[src/rtl/flash_cmd_pkg.sv]
package flash_cmd_pkg;
  localparam int CNT_W  = 4;
  localparam int ADDR_W = 32;
  typedef logic [CNT_W-1:0] bcnt_t;

  localparam logic [7:0] OP_WREN  = 8'h06;
  localparam logic [7:0] OP_WRDI  = 8'h04;
  localparam logic [7:0] OP_RDSR  = 8'h05;
  localparam logic [7:0] OP_WRSR  = 8'h01;
  localparam logic [7:0] OP_READ  = 8'h03;
  localparam logic [7:0] OP_FREAD = 8'h0B;
  localparam logic [7:0] OP_PP    = 8'h02;
  localparam logic [7:0] OP_SE    = 8'h20;
  localparam logic [7:0] OP_BE    = 8'hD8;
  localparam logic [7:0] OP_CE    = 8'hC7;
  localparam logic [7:0] OP_DPD   = 8'hB9;
  localparam logic [7:0] OP_REL   = 8'hAB;
  localparam logic [7:0] OP_SUS   = 8'h75;
  localparam logic [7:0] OP_RES   = 8'h7A;

  typedef enum logic [2:0] {
    CL_NONE, CL_READ, CL_BARE, CL_ADDR, CL_PROG, CL_WREG
  } cmd_class_e;

  function automatic cmd_class_e class_of(logic [7:0] op);
    case (op)
      OP_RDSR, OP_REL, OP_READ, OP_FREAD:              return CL_READ;
      OP_WREN, OP_WRDI, OP_CE, OP_DPD, OP_SUS, OP_RES: return CL_BARE;
      OP_SE, OP_BE:                                    return CL_ADDR;
      OP_PP:                                           return CL_PROG;
      OP_WRSR:                                         return CL_WREG;
      default:                                         return CL_NONE;
    endcase
  endfunction

  function automatic logic has_addr(logic [7:0] op);
    return (op == OP_READ) || (op == OP_FREAD) || (op == OP_PP) ||
           (op == OP_SE) || (op == OP_BE);
  endfunction

  function automatic bcnt_t addr_len(logic a4);
    return a4 ? bcnt_t'(4) : bcnt_t'(3);
  endfunction

  // bytes up to and including the last header byte (opcode, address, dummy)
  function automatic bcnt_t hdr_bytes(logic [7:0] op, logic a4);
    if (op == OP_FREAD)   return bcnt_t'(addr_len(a4) + bcnt_t'(2));
    else if (has_addr(op)) return bcnt_t'(addr_len(a4) + bcnt_t'(1));
    else                  return bcnt_t'(1);
  endfunction

  function automatic bcnt_t min_bytes(logic [7:0] op, logic a4);
    if (op == OP_PP)        return bcnt_t'(hdr_bytes(op, a4) + bcnt_t'(1));
    else if (op == OP_WRSR) return bcnt_t'(2);
    else                    return hdr_bytes(op, a4);
  endfunction
endpackage

[src/rtl/flash_cmd_rx.sv]
module flash_cmd_rx
  import flash_cmd_pkg::*;
(
  input  logic       clk,
  input  logic       rst_n,
  input  logic       sclk_i,
  input  logic       cs_n_i,
  input  logic       si_i,
  output logic       fall_o,
  output logic       cs_rise_o,
  output logic       byte_vld_o,
  output logic [7:0] byte_o,
  output bcnt_t      byte_idx_o,
  output logic [2:0] bit_cnt_o,
  output bcnt_t      byte_cnt_o
);
  logic       sclk_q, cs_q, rise;
  logic [6:0] sh_q;

  assign rise      = sclk_i & ~sclk_q & ~cs_n_i;
  assign fall_o    = ~sclk_i & sclk_q & ~cs_n_i;
  assign cs_rise_o = cs_n_i & ~cs_q;

  always_ff @(posedge clk or negedge rst_n) begin
    if (!rst_n) begin
      sclk_q     <= 1'b0;
      cs_q       <= 1'b1;
      sh_q       <= '0;
      bit_cnt_o  <= '0;
      byte_cnt_o <= '0;
      byte_vld_o <= 1'b0;
      byte_o     <= '0;
      byte_idx_o <= '0;
    end else begin
      sclk_q     <= sclk_i;
      cs_q       <= cs_n_i;
      byte_vld_o <= 1'b0;
      if (cs_n_i) begin
        sh_q       <= '0;
        bit_cnt_o  <= '0;
        byte_cnt_o <= '0;
      end else if (rise) begin
        sh_q      <= {sh_q[5:0], si_i};
        bit_cnt_o <= bit_cnt_o + 3'd1;
        if (bit_cnt_o == 3'd7) begin
          byte_vld_o <= 1'b1;
          byte_o     <= {sh_q, si_i};
          byte_idx_o <= byte_cnt_o;
          if (byte_cnt_o != '1) byte_cnt_o <= byte_cnt_o + bcnt_t'(1);
        end
      end
    end
  end
endmodule

[src/rtl/flash_cmd_ctl.sv]
module flash_cmd_ctl
  import flash_cmd_pkg::*;
(
  input  logic              clk,
  input  logic              rst_n,
  input  logic              cs_n_i,
  input  logic              cs_rise_i,
  input  logic              four_byte_i,
  input  logic              byte_vld_i,
  input  logic [7:0]        byte_i,
  input  bcnt_t             byte_idx_i,
  input  logic [2:0]        bit_cnt_i,
  input  bcnt_t             byte_cnt_i,
  output logic              exec_o,
  output logic              rej_o,
  output logic [7:0]        exec_op_o,
  output logic [ADDR_W-1:0] exec_addr_o,
  output logic              wr_vld_o,
  output logic [7:0]        wr_data_o,
  output logic              wel_o,
  output logic              rd_on_o
);
  logic [7:0]        op_q;
  logic              a4_q;
  logic [ADDR_W-1:0] addr_q;
  cmd_class_e        cls_q, cls_cur;
  logic [7:0]        op_cur;
  logic              a4_cur, framed, frame_ok, first;
  bcnt_t             hdr_cur;

  assign first    = (byte_idx_i == '0);
  assign op_cur   = first ? byte_i : op_q;
  assign a4_cur   = first ? four_byte_i : a4_q;
  assign cls_q    = class_of(op_q);
  assign cls_cur  = class_of(op_cur);
  assign hdr_cur  = hdr_bytes(op_cur, a4_cur);
  assign framed   = (cls_q != CL_NONE) && (cls_q != CL_READ);
  assign frame_ok = (bit_cnt_i == 3'd0) && (byte_cnt_i >= min_bytes(op_q, a4_q));

  always_ff @(posedge clk or negedge rst_n) begin
    if (!rst_n) begin
      exec_o      <= 1'b0;
      rej_o       <= 1'b0;
      exec_op_o   <= '0;
      exec_addr_o <= '0;
      wr_vld_o    <= 1'b0;
      wr_data_o   <= '0;
      wel_o       <= 1'b0;
      rd_on_o     <= 1'b0;
      op_q        <= '0;
      a4_q        <= 1'b0;
      addr_q      <= '0;
    end else begin
      exec_o   <= 1'b0;
      rej_o    <= 1'b0;
      wr_vld_o <= 1'b0;
      if (cs_rise_i && (byte_cnt_i != '0) && framed) begin
        if (frame_ok) begin
          exec_o      <= 1'b1;
          exec_op_o   <= op_q;
          exec_addr_o <= addr_q;
          if (op_q == OP_WREN) wel_o <= 1'b1;
          else if (op_q == OP_WRDI || op_q == OP_WRSR || op_q == OP_PP ||
                   op_q == OP_SE || op_q == OP_BE || op_q == OP_CE)
            wel_o <= 1'b0;
        end else begin
          rej_o <= 1'b1;
        end
      end
      if (cs_n_i) begin
        op_q    <= '0;
        a4_q    <= 1'b0;
        addr_q  <= '0;
        rd_on_o <= 1'b0;
      end else if (byte_vld_i) begin
        if (first) begin
          op_q <= byte_i;
          a4_q <= four_byte_i;
        end else if (has_addr(op_q) && byte_idx_i <= addr_len(a4_q)) begin
          addr_q <= {addr_q[ADDR_W-9:0], byte_i};
        end
        if (!first && (cls_q == CL_PROG || cls_q == CL_WREG) &&
            byte_idx_i >= hdr_bytes(op_q, a4_q)) begin
          wr_vld_o  <= 1'b1;
          wr_data_o <= byte_i;
        end
        if (cls_cur == CL_READ && bcnt_t'(byte_idx_i + bcnt_t'(1)) == hdr_cur)
          rd_on_o <= 1'b1;
      end
    end
  end
endmodule

[src/rtl/flash_cmd_tx.sv]
module flash_cmd_tx (
  input  logic       clk,
  input  logic       rst_n,
  input  logic       fall_i,
  input  logic       rd_on_i,
  input  logic [7:0] rsp_data_i,
  input  logic       rsp_valid_i,
  output logic       rsp_ready_o,
  output logic       so_o
);
  localparam logic [7:0] IDLE_BYTE = 8'hFF;
  logic [7:0] hold_q, sh_q;
  logic       full_q, take, load;
  logic [2:0] obit_q;

  assign rsp_ready_o = rd_on_i & ~full_q;
  assign take        = rsp_valid_i & rsp_ready_o;
  assign load        = fall_i & (obit_q == 3'd0);
  assign so_o        = rd_on_i & sh_q[7];

  always_ff @(posedge clk or negedge rst_n) begin
    if (!rst_n) begin
      hold_q <= '0;
      sh_q   <= '0;
      full_q <= 1'b0;
      obit_q <= '0;
    end else if (!rd_on_i) begin
      sh_q   <= '0;
      full_q <= 1'b0;
      obit_q <= '0;
    end else begin
      if (fall_i) obit_q <= obit_q + 3'd1;
      if (load) begin
        sh_q   <= full_q ? hold_q : (take ? rsp_data_i : IDLE_BYTE);
        full_q <= 1'b0;
      end else begin
        if (fall_i) sh_q <= {sh_q[6:0], 1'b0};
        if (take) begin
          hold_q <= rsp_data_i;
          full_q <= 1'b1;
        end
      end
    end
  end
endmodule

[src/rtl/flash_cmd_frontend.sv]
module flash_cmd_frontend
  import flash_cmd_pkg::*;
(
  input  logic              clk,
  input  logic              rst_n,
  input  logic              sclk_i,
  input  logic              cs_n_i,
  input  logic              si_i,
  output logic              so_o,
  input  logic              four_byte_i,
  input  logic [7:0]        rsp_data_i,
  input  logic              rsp_valid_i,
  output logic              rsp_ready_o,
  output logic              wr_vld_o,
  output logic [7:0]        wr_data_o,
  output logic              exec_o,
  output logic [7:0]        exec_op_o,
  output logic [ADDR_W-1:0] exec_addr_o,
  output logic              rej_o,
  output logic              wel_o
);
  logic       fall, cs_rise, byte_vld, rd_on;
  logic [7:0] byte_v;
  bcnt_t      byte_idx, byte_cnt;
  logic [2:0] bit_cnt;

  flash_cmd_rx u_rx (
    .clk(clk), .rst_n(rst_n), .sclk_i(sclk_i), .cs_n_i(cs_n_i), .si_i(si_i),
    .fall_o(fall), .cs_rise_o(cs_rise), .byte_vld_o(byte_vld), .byte_o(byte_v),
    .byte_idx_o(byte_idx), .bit_cnt_o(bit_cnt), .byte_cnt_o(byte_cnt)
  );

  flash_cmd_ctl u_ctl (
    .clk(clk), .rst_n(rst_n), .cs_n_i(cs_n_i), .cs_rise_i(cs_rise),
    .four_byte_i(four_byte_i), .byte_vld_i(byte_vld), .byte_i(byte_v),
    .byte_idx_i(byte_idx), .bit_cnt_i(bit_cnt), .byte_cnt_i(byte_cnt),
    .exec_o(exec_o), .rej_o(rej_o), .exec_op_o(exec_op_o),
    .exec_addr_o(exec_addr_o), .wr_vld_o(wr_vld_o), .wr_data_o(wr_data_o),
    .wel_o(wel_o), .rd_on_o(rd_on)
  );

  flash_cmd_tx u_tx (
    .clk(clk), .rst_n(rst_n), .fall_i(fall), .rd_on_i(rd_on),
    .rsp_data_i(rsp_data_i), .rsp_valid_i(rsp_valid_i),
    .rsp_ready_o(rsp_ready_o), .so_o(so_o)
  );
endmodule

[config.mk]
export PLATFORM = sky130hd
export DESIGN_NAME = flash_cmd_frontend
export DESIGN_NICKNAME = d
export VERILOG_FILES = /design/src/rtl/flash_cmd_pkg.sv /design/src/rtl/flash_cmd_rx.sv /design/src/rtl/flash_cmd_ctl.sv /design/src/rtl/flash_cmd_tx.sv /design/src/rtl/flash_cmd_frontend.sv
export SDC_FILE = /design/constraint.sdc
export NUM_CORES = 1
export LEC_CHECK = 0
export CAP_MARGIN = 20
export CORE_UTILIZATION = 45
export CTS_BUF_LIST = sky130_fd_sc_hd__clkbuf_8
export CTS_CLUSTER_SIZE = 16
export DETAILED_ROUTE_END_ITERATION = 7
export GPL_TIMING_DRIVEN = 0
export HOLD_SLACK_MARGIN = 0.1
export PLACE_DENSITY = 0.76
export SLEW_MARGIN = 20
export SYNTH_ARGS = -nofsm -noshare
export SYNTH_HDL_FRONTEND = slang
export SYNTH_SLANG_ARGS = --single-unit
[constraint.sdc]
create_clock -name clk -period 5.3 [get_ports clk]
set_input_delay 1.06 -clock clk [delete_from_list [all_inputs] [get_ports clk]]
set_output_delay 1.06 -clock clk [all_outputs]
set_load 0.1 [all_outputs]
# Word-level counts from Yosys, hierarchy flattened
# Index checks and enable logic that the tools add are counted.
# W data, S select, Z words.
# op_classes
bitwise,15
order_cmp,3
reduce_logical,49
eq_ne,39
add_sub_neg,9
mux,56
# ops
op,n
$mux W32,4
$eq A8 B8 Y1 const B,8
$mux W8,8
$mux W4,13
$eq A8 B3 Y1 const B,6
$eq A8 B2 Y1 const B,4
$eq A8 B7 Y1 const B,4
$pmux W3 S5,2
$mux W1,21
$add A4 B1 Y4 const B,5
$mux W3,6
$reduce_and A3 Y1,6
$eq A8 B1 Y1 const B,2
$eq A8 B4 Y1 const B,2
$eq A8 B6 Y1 const B,2
$logic_or A1 B1 Y1,14
$mux W7,2
$reduce_bool A2 Y1,7
$reduce_or A6 Y1,2
$and A1 B1 Y1,9
$eq A3 B3 Y1 const B,3
$ne A3 B1 Y1 const B,3
$ge A4 B4 Y1,2
$logic_and A1 B1 Y1,8
other kinds (18),28
# word_totals
inputBits,15
wordCells,194
out_inout_bits,54
regBits,143

# Logic depth before layout (Yosys ltp)
# logic_depth
ltp_word,14
mapped_depth,19
mapped_depth_nobuf,16

# By module
# From an unflattened synthesis, not the netlist that was laid out.
# hier_totals
hier_cells,615
area_unflattened_um2,6985.4
# modules_own_cells
mod,cells_each,seq_area_each_um2,area_per_inst_um2,n_inst
flash_cmd_ctl,427,2352.3,4690.7,1
flash_cmd_rx,99,726.9,1273.7,1
flash_cmd_tx,89,500.5,1021.0,1

# Least setup slack after synthesis
# Ideal clock, no wire load.
# synth_timing
path_kind,register to register
start,register u_ctl.op_q[3]
end,register u_ctl.exec_addr_o[0]
synth_period_minus_slack_ns,3.681
stages_incl_launch_ff,20
setup_time_ns,0.126
path_buffers,3
required_ns,5.174
slack_ns,1.619
arrival_ns,3.555
path_cell_list,dfrtp_1 clkbuf_1 nor4_1 a22oi_1 nand2b_1 a21o_1 nor2_1 a21oi_1 ha_1 nor3_1 a21oi_1 o21ai_0 ha_1 a21o_1 a21oi_1 o21a_1 nor4bb_1 buf_4 buf_12 mux2_4
# synth_via
elab_chain_len,13
word_cells_on_any_way,35
classes_between,add/sub: 1; order compare: 1; eq/ne: 15; mux: 6; reduce/logical: 12
# synth_rtl
item,line,source
"start, declared",flash_cmd_ctl.sv:23,logic [7:0] op_q;
"start signal, assigned",flash_cmd_ctl.sv:77,op_q <= byte_i;
$eq A8 B2 Y1 or $eq A8 B4 Y1 (tied branches),"flash_cmd_pkg.sv:26, flash_cmd_pkg.sv:37, flash_cmd_pkg.sv:47",
$logic_or A1 B1 Y1 (3 in series),flash_cmd_pkg.sv:37,return (op == OP_READ) || (op == OP_FREAD) || (op == OP_PP) ||
$logic_or A1 B1 Y1,flash_cmd_pkg.sv:38,(op == OP_SE) || (op == OP_BE);
$mux W4,flash_cmd_pkg.sv:48,else if (has_addr(op)) return bcnt_t'(addr_len(a4) + bcnt_t'(1));
$mux W4,flash_cmd_pkg.sv:47,if (op == OP_FREAD) return bcnt_t'(addr_len(a4) + bcnt_t'(2));
$mux W4,flash_cmd_pkg.sv:53,"if (op == OP_PP) return bcnt_t'(hdr_bytes(op, a4) + bcnt_t'(1));"
$add A4 B1 Y4,flash_cmd_pkg.sv:53,
$mux W4,flash_cmd_pkg.sv:53,
$ge A4 B4 Y1,flash_cmd_ctl.sv:38,"assign frame_ok = (bit_cnt_i == 3'd0) && (byte_cnt_i >= min_bytes(op_q, a4_q));"
$logic_and A1 B1 Y1,flash_cmd_ctl.sv:38,
$reduce_and A2 Y1 (no source line) (*),n/a,
"end signal, assigned",flash_cmd_ctl.sv:61,exec_addr_o <= addr_q;
"end, declared",flash_cmd_ctl.sv:17,"output logic [ADDR_W-1:0] exec_addr_o,"
# Every way passes the cells marked *; elsewhere a longest branch is shown, timed or not. The select of a mux whose other input is x is not followed.
# A chain may end at the register's enable or synchronous reset.

# Worst setup path in the final report
# layout_timing
start,register u_ctl.op_q[3]
end,register u_ctl.exec_addr_o[2]
# Same word-level chain as after synthesis.

==> results.txt <==
* Starting density of the core: 0.4592
- 69 I/O pins were placed.
- Data on the critical path arrives at its endpoint at 5.03 ns.
- Max-cap violation count: 0
* Path category of the worst min-delay check: primary input to asynchronous set/reset pin
* Critical Path Start: u_ctl.op_q[3]
- Routed length on met3: 589 um
- Of all nets on the critical path, the largest fanout is 10.
- In this design, the largest share of critical-path delay is due to simple AND/OR/NAND/NOR gates.
- Buffers inserted during post-CTS setup optimization: 0
* Post-detailed-route DRC marker count: 0
- STA classifies the critical path startpoint as a register.
- GRT Total Usage: 0.1962
- The critical path goes through clkbuf_1 > nor4_1 > a22oi_1 > nand2b_1 > a21o_1 > nor2_1 > a21oi_1 > ha_1 > nor3_1 > a21oi_1 > o21ai_0 > ha_1 > a21o_1 > a21oi_1 > o21a_1 > nor4bb_1 > buf_4 > buf_12 > mux2_4.
- Clock Tree Buf Depth: 2
- In the post-synthesis netlist, the biggest area contributors are sky130_fd_sc_hd__dfrtp_1 51%, sky130_fd_sc_hd__mux2_4 8.4%, sky130_fd_sc_hd__mux2i_1 5.0%.
- Core ar.: 0.01515 sq mm
- Insertion delay to the later sink of the worst-skew pair: 0.47 ns
- Compared with the post-synthesis result, the final layout area differs by 19.66%.
* Cell area after technology mapping: 0.006955 sq mm
- Across all hold checks on the routed design, the worst slack comes to 0.4651 ns.
- For this block, wires on met1 add up to 6637 um.
- Count of hold buffers inserted by post-cts repair: 0
- Critical path buffers and inverters: 3
- Area taken by flip-flops and latches: 0.003580 sq mm
- Number of inserted diodes: 0
- First-pass GRT wire length: 24490 um
- Data on the critical path is required at its endpoint by 5.65 ns.
* Pin count of the biggest net entering global routing: 105
* Level count of the clock H-tree: 4
* Clock sink count: 143
- Maximum vdd ir drop: 0.0001581 V
- The cell count after synthesis came out at 601.
* GR Overflow Total: 0
* Post-synthesis cell type with the largest combined area: sky130_fd_sc_hd__dfrtp_1
* Critical path's largest stage delay: 0.61 ns
- In the finished design, the share of the clock period the worst path needs comes to 0.8822.
- Critical setup path kind: register to register
- Of the post-synthesis cell area, the dominant cell type holds 0.5109.
- Of the synthesized area, sequential elements account for 0.5147.
- Vias/cell: 5.445
- Crit path time final: 4.676 ns
- Routed signal wires occupy layers up through met4.
* Final setup TNS: 0 ns
- Measured along the x axis, the die boundary spans 126.3 um.
* Layout fillers: 1228
- Outcome: complete, no violations
- The die covers 0.01596 sq mm.
- FF-to-FF Start: u_ctl.op_q[3]
* Kind of end point of the critical path: register
* Area of the multi-input gates: 0.003074 sq mm
- Buffers inserted during clock tree synthesis total 17.
- A synthesized cell averages 11.57 sq um.
- Number of nets in the finished design: 725
- Power per Cell Area: 246.9 mW/mm^2
- Once the clock tree was built, the resizer swapped 0 gates to a different size.
* Detailed-routing iteration count for the pre-antenna-repair pass: 4
- Setup violations remaining at the end of the flow were counted as 0.
- Post-DR wirelength/cell: 16.42 um
- Setup repair after global routing missed its margin: no
- HPWL after detailed placement: 10470 um
- Number of antenna violations at the first check in global routing: 0
- Clock-pin slew was measured on the worst setup and hold paths at 0.07 ns.
- CTS root buf: sky130_fd_sc_hd__clkbuf_8
* Clock tree from TritonCTS: yes
- Count of flip-flops with a built-in enable after synthesis: 0
- Headroom to the max-slew limit came out at 0.3424.
* Leakage Power: 3.756 nW
* Final Hold Vio Count: 0
* Total via count after detailed routing: 4841
- The count of buffers added on input and output ports is 68.
- Share of flip-flops with an asynchronous set or reset after synthesis: 1.000
* CP max-delay cell: sky130_fd_sc_hd__nor4_1
- Wire segments on met2 add up to 7163 um in the final route.
- The number of global-route vias before repair is 4838.
* Pin slew with the least headroom to its limit: 0.9834 ns
- Counting every net in the synthesized netlist gives 636.
- In this run, the number of DRC markers left after iteration 0 of detailed routing was 317.
- On the final layout, the worst clock skew is 0.01755 ns.
- Yosys printed 0 warnings.
* Number of placement rows: 45
- Final estimated routing congestion in global placement: 0.8606
- Sum of routed wire length over all layers: 14600 um
* Most used cell, CP: sky130_fd_sc_hd__a21oi_1
- Distinct cell type count after synthesis: 66
* Remaining antenna violation count: 0
- Synthesis inferred 143 register bits.
- Pins over their slew limit: 0
- Fraction of final layout cells sized beyond drive strength 1: 0.1612
* Die outline height: 126.3 um
* Commonest register cell after synthesis: sky130_fd_sc_hd__dfrtp_1
- Highest Clock Rate: 0.2139 GHz
per-layer routing:
layer | GRT usage | up-vias
li1 | - | 2296
met1 | 0.2621 | 2445
met2 | 0.3165 | 87
met3 | 0.03669 | 13
met4 | 0.07938 | 0
met5 | 0 | -
cells in the mapped netlist, types with 7 or more instances:
library cell,n
sky130_fd_sc_hd__dfrtp_1,142
sky130_fd_sc_hd__nand2_1,57
sky130_fd_sc_hd__nor2_1,51
sky130_fd_sc_hd__mux2_4,39
sky130_fd_sc_hd__mux2i_1,35
sky130_fd_sc_hd__a21oi_1,31
sky130_fd_sc_hd__mux2_2,24
sky130_fd_sc_hd__inv_1,22
sky130_fd_sc_hd__clkbuf_1,21
sky130_fd_sc_hd__ha_1,20
sky130_fd_sc_hd__o21ai_0,14
sky130_fd_sc_hd__nand3_1,13
sky130_fd_sc_hd__nand2b_1,11
sky130_fd_sc_hd__nor2b_1,11
sky130_fd_sc_hd__o211a_1,7
sky130_fd_sc_hd__o221ai_1,7
flip-flops by register name, indices dropped and copies added (netlist names):
name and flops:
u_ctl.exec_addr_o 32, u_rx.sh_q 7, u_rx.byte_o 8, u_ctl.rej_o 1, u_ctl.exec_op_o 8, u_ctl.wr_data_o 8, u_ctl.wr_vld_o 1, u_tx.sh_q 8
u_ctl.a4_q 1, u_ctl.rd_on_o 1, u_rx.cs_q 1, u_rx.byte_vld_o 1, u_rx.sclk_q 1, u_ctl.op_q 8, u_ctl.addr_q 32, u_rx.bit_cnt_o 3
u_rx.byte_cnt_o 4, u_tx.full_q 1, u_tx.hold_q 8, u_tx.obit_q 3, u_rx.byte_idx_o 4, u_ctl.wel_o 1, u_ctl.exec_o 1
kinds of logic after synthesis:
logic type / after synthesis / synth area share
AOI/OAI and AO/OA: 93 / 0.09463
xor gates and xnor gates: 8 / 0.01007
adders and majority gates: 20 / 0.03598
buffers and inverters: 60 / 0.04443
DFF: 143 / 0.5147
muxes: 99 / 0.1750
other: 1 / 0.0005391
and+or+nand+nor: 177 / 0.1247
power by group:
part / internal [mW] / total (mW) / switching, mW
combinational: 0.0191 / 0.0655 / 0.0464
clock: 0.482 / 0.894 / 0.412
sequential: 1.09 / 1.10 / 0.00203
cell type report:
class,instances,area share
Multi-Input combinational cell,398,0.3694
Tap cell,188,0.02826
Inverter,22,0.009922
Clock inverter,11,0.01714
Sequential cell,143,0.4301
Timing Repair Buffer,70,0.08659
Clock buffer,19,0.03142
Buffer,38,0.02721
worst register-to-register path, stage by stage, from the launching register on:
cell and delay [ns]:
sky130_fd_sc_hd__dfrtp_1 0.37, sky130_fd_sc_hd__clkbuf_1 0.23, sky130_fd_sc_hd__nor4_1 0.61, sky130_fd_sc_hd__a22oi_1 0.13, sky130_fd_sc_hd__nand2b_1 0.25, sky130_fd_sc_hd__a21o_1 0.22, sky130_fd_sc_hd__nor2_1 0.09, sky130_fd_sc_hd__a21oi_1 0.09
sky130_fd_sc_hd__ha_1 0.30, sky130_fd_sc_hd__nor3_1 0.19, sky130_fd_sc_hd__a21oi_1 0.06, sky130_fd_sc_hd__o21ai_0 0.27, sky130_fd_sc_hd__ha_1 0.21, sky130_fd_sc_hd__a21o_1 0.08, sky130_fd_sc_hd__a21oi_1 0.08, sky130_fd_sc_hd__o21a_1 0.17
sky130_fd_sc_hd__nor4bb_1 0.45, sky130_fd_sc_hd__buf_4 0.28, sky130_fd_sc_hd__buf_12 0.17, sky130_fd_sc_hd__mux2_4 0.31
layout by cell type, fill, tap and decap left out, types with 4 or more instances in the layout:
cell type / synthesis / layout
sky130_fd_sc_hd__xnor2_1: 6 / 6
sky130_fd_sc_hd__a21oi_1: 31 / 31
sky130_fd_sc_hd__o211a_1: 7 / 7
sky130_fd_sc_hd__buf_1: 5 / 5
sky130_fd_sc_hd__nand3_1: 13 / 13
sky130_fd_sc_hd__clkdlybuf4s50_1: 0 / 67
sky130_fd_sc_hd__inv_1: 22 / 24
sky130_fd_sc_hd__o221ai_1: 7 / 7
sky130_fd_sc_hd__a32oi_1: 4 / 4
sky130_fd_sc_hd__nor3b_1: 4 / 4
sky130_fd_sc_hd__buf_12: 4 / 4
sky130_fd_sc_hd__clkbuf_1: 21 / 21
sky130_fd_sc_hd__nand2_1: 57 / 57
sky130_fd_sc_hd__ha_1: 20 / 20
sky130_fd_sc_hd__mux2_4: 39 / 39
sky130_fd_sc_hd__mux2i_1: 35 / 35
sky130_fd_sc_hd__buf_2: 5 / 5
sky130_fd_sc_hd__nor4bb_1: 4 / 4
sky130_fd_sc_hd__nor2_1: 51 / 51
sky130_fd_sc_hd__nand2b_1: 11 / 11
sky130_fd_sc_hd__o21ai_0: 14 / 14
sky130_fd_sc_hd__and2_1: 6 / 6
sky130_fd_sc_hd__clkbuf_8: 0 / 19
sky130_fd_sc_hd__nor2b_1: 11 / 11
sky130_fd_sc_hd__mux2_2: 24 / 24
sky130_fd_sc_hd__nand4_1: 6 / 6
sky130_fd_sc_hd__dfrtp_1: 142 / 142
path summary, 6_finish.rpt:
kind                       depth (start not counted)                     to  slack [ns]
min in group clk                                   1   u_ctl.exec_addr_o[7]        0.51
min reg2reg                                        1   u_ctl.exec_addr_o[7]        0.51
max reg2reg                                       19   u_ctl.exec_addr_o[2]        0.62
max                                               19   u_ctl.exec_addr_o[2]        0.62
max in group asynchronous                          2  u_ctl.exec_addr_o[19]        4.06
min                                                1         u_tx.hold_q[7]        0.47
per-stage QoR:
stage	instances	util	area (sq um)	setup WS [ns]	power, mW
final	889	0.5495	8323	0.6243	2.055
after global routing	889	0.5495	8323	0.4236	2.121
after CTS	889	0.5495	8323	0.6933	2.073
after detailed placement	859	0.5228	7919	0.7214	1.184
after global placement	857	0.5197	7871	-2.265	1.180
after floorplan	601	-	6955	1.619	1.138
(Power assumes the default switching activity.)
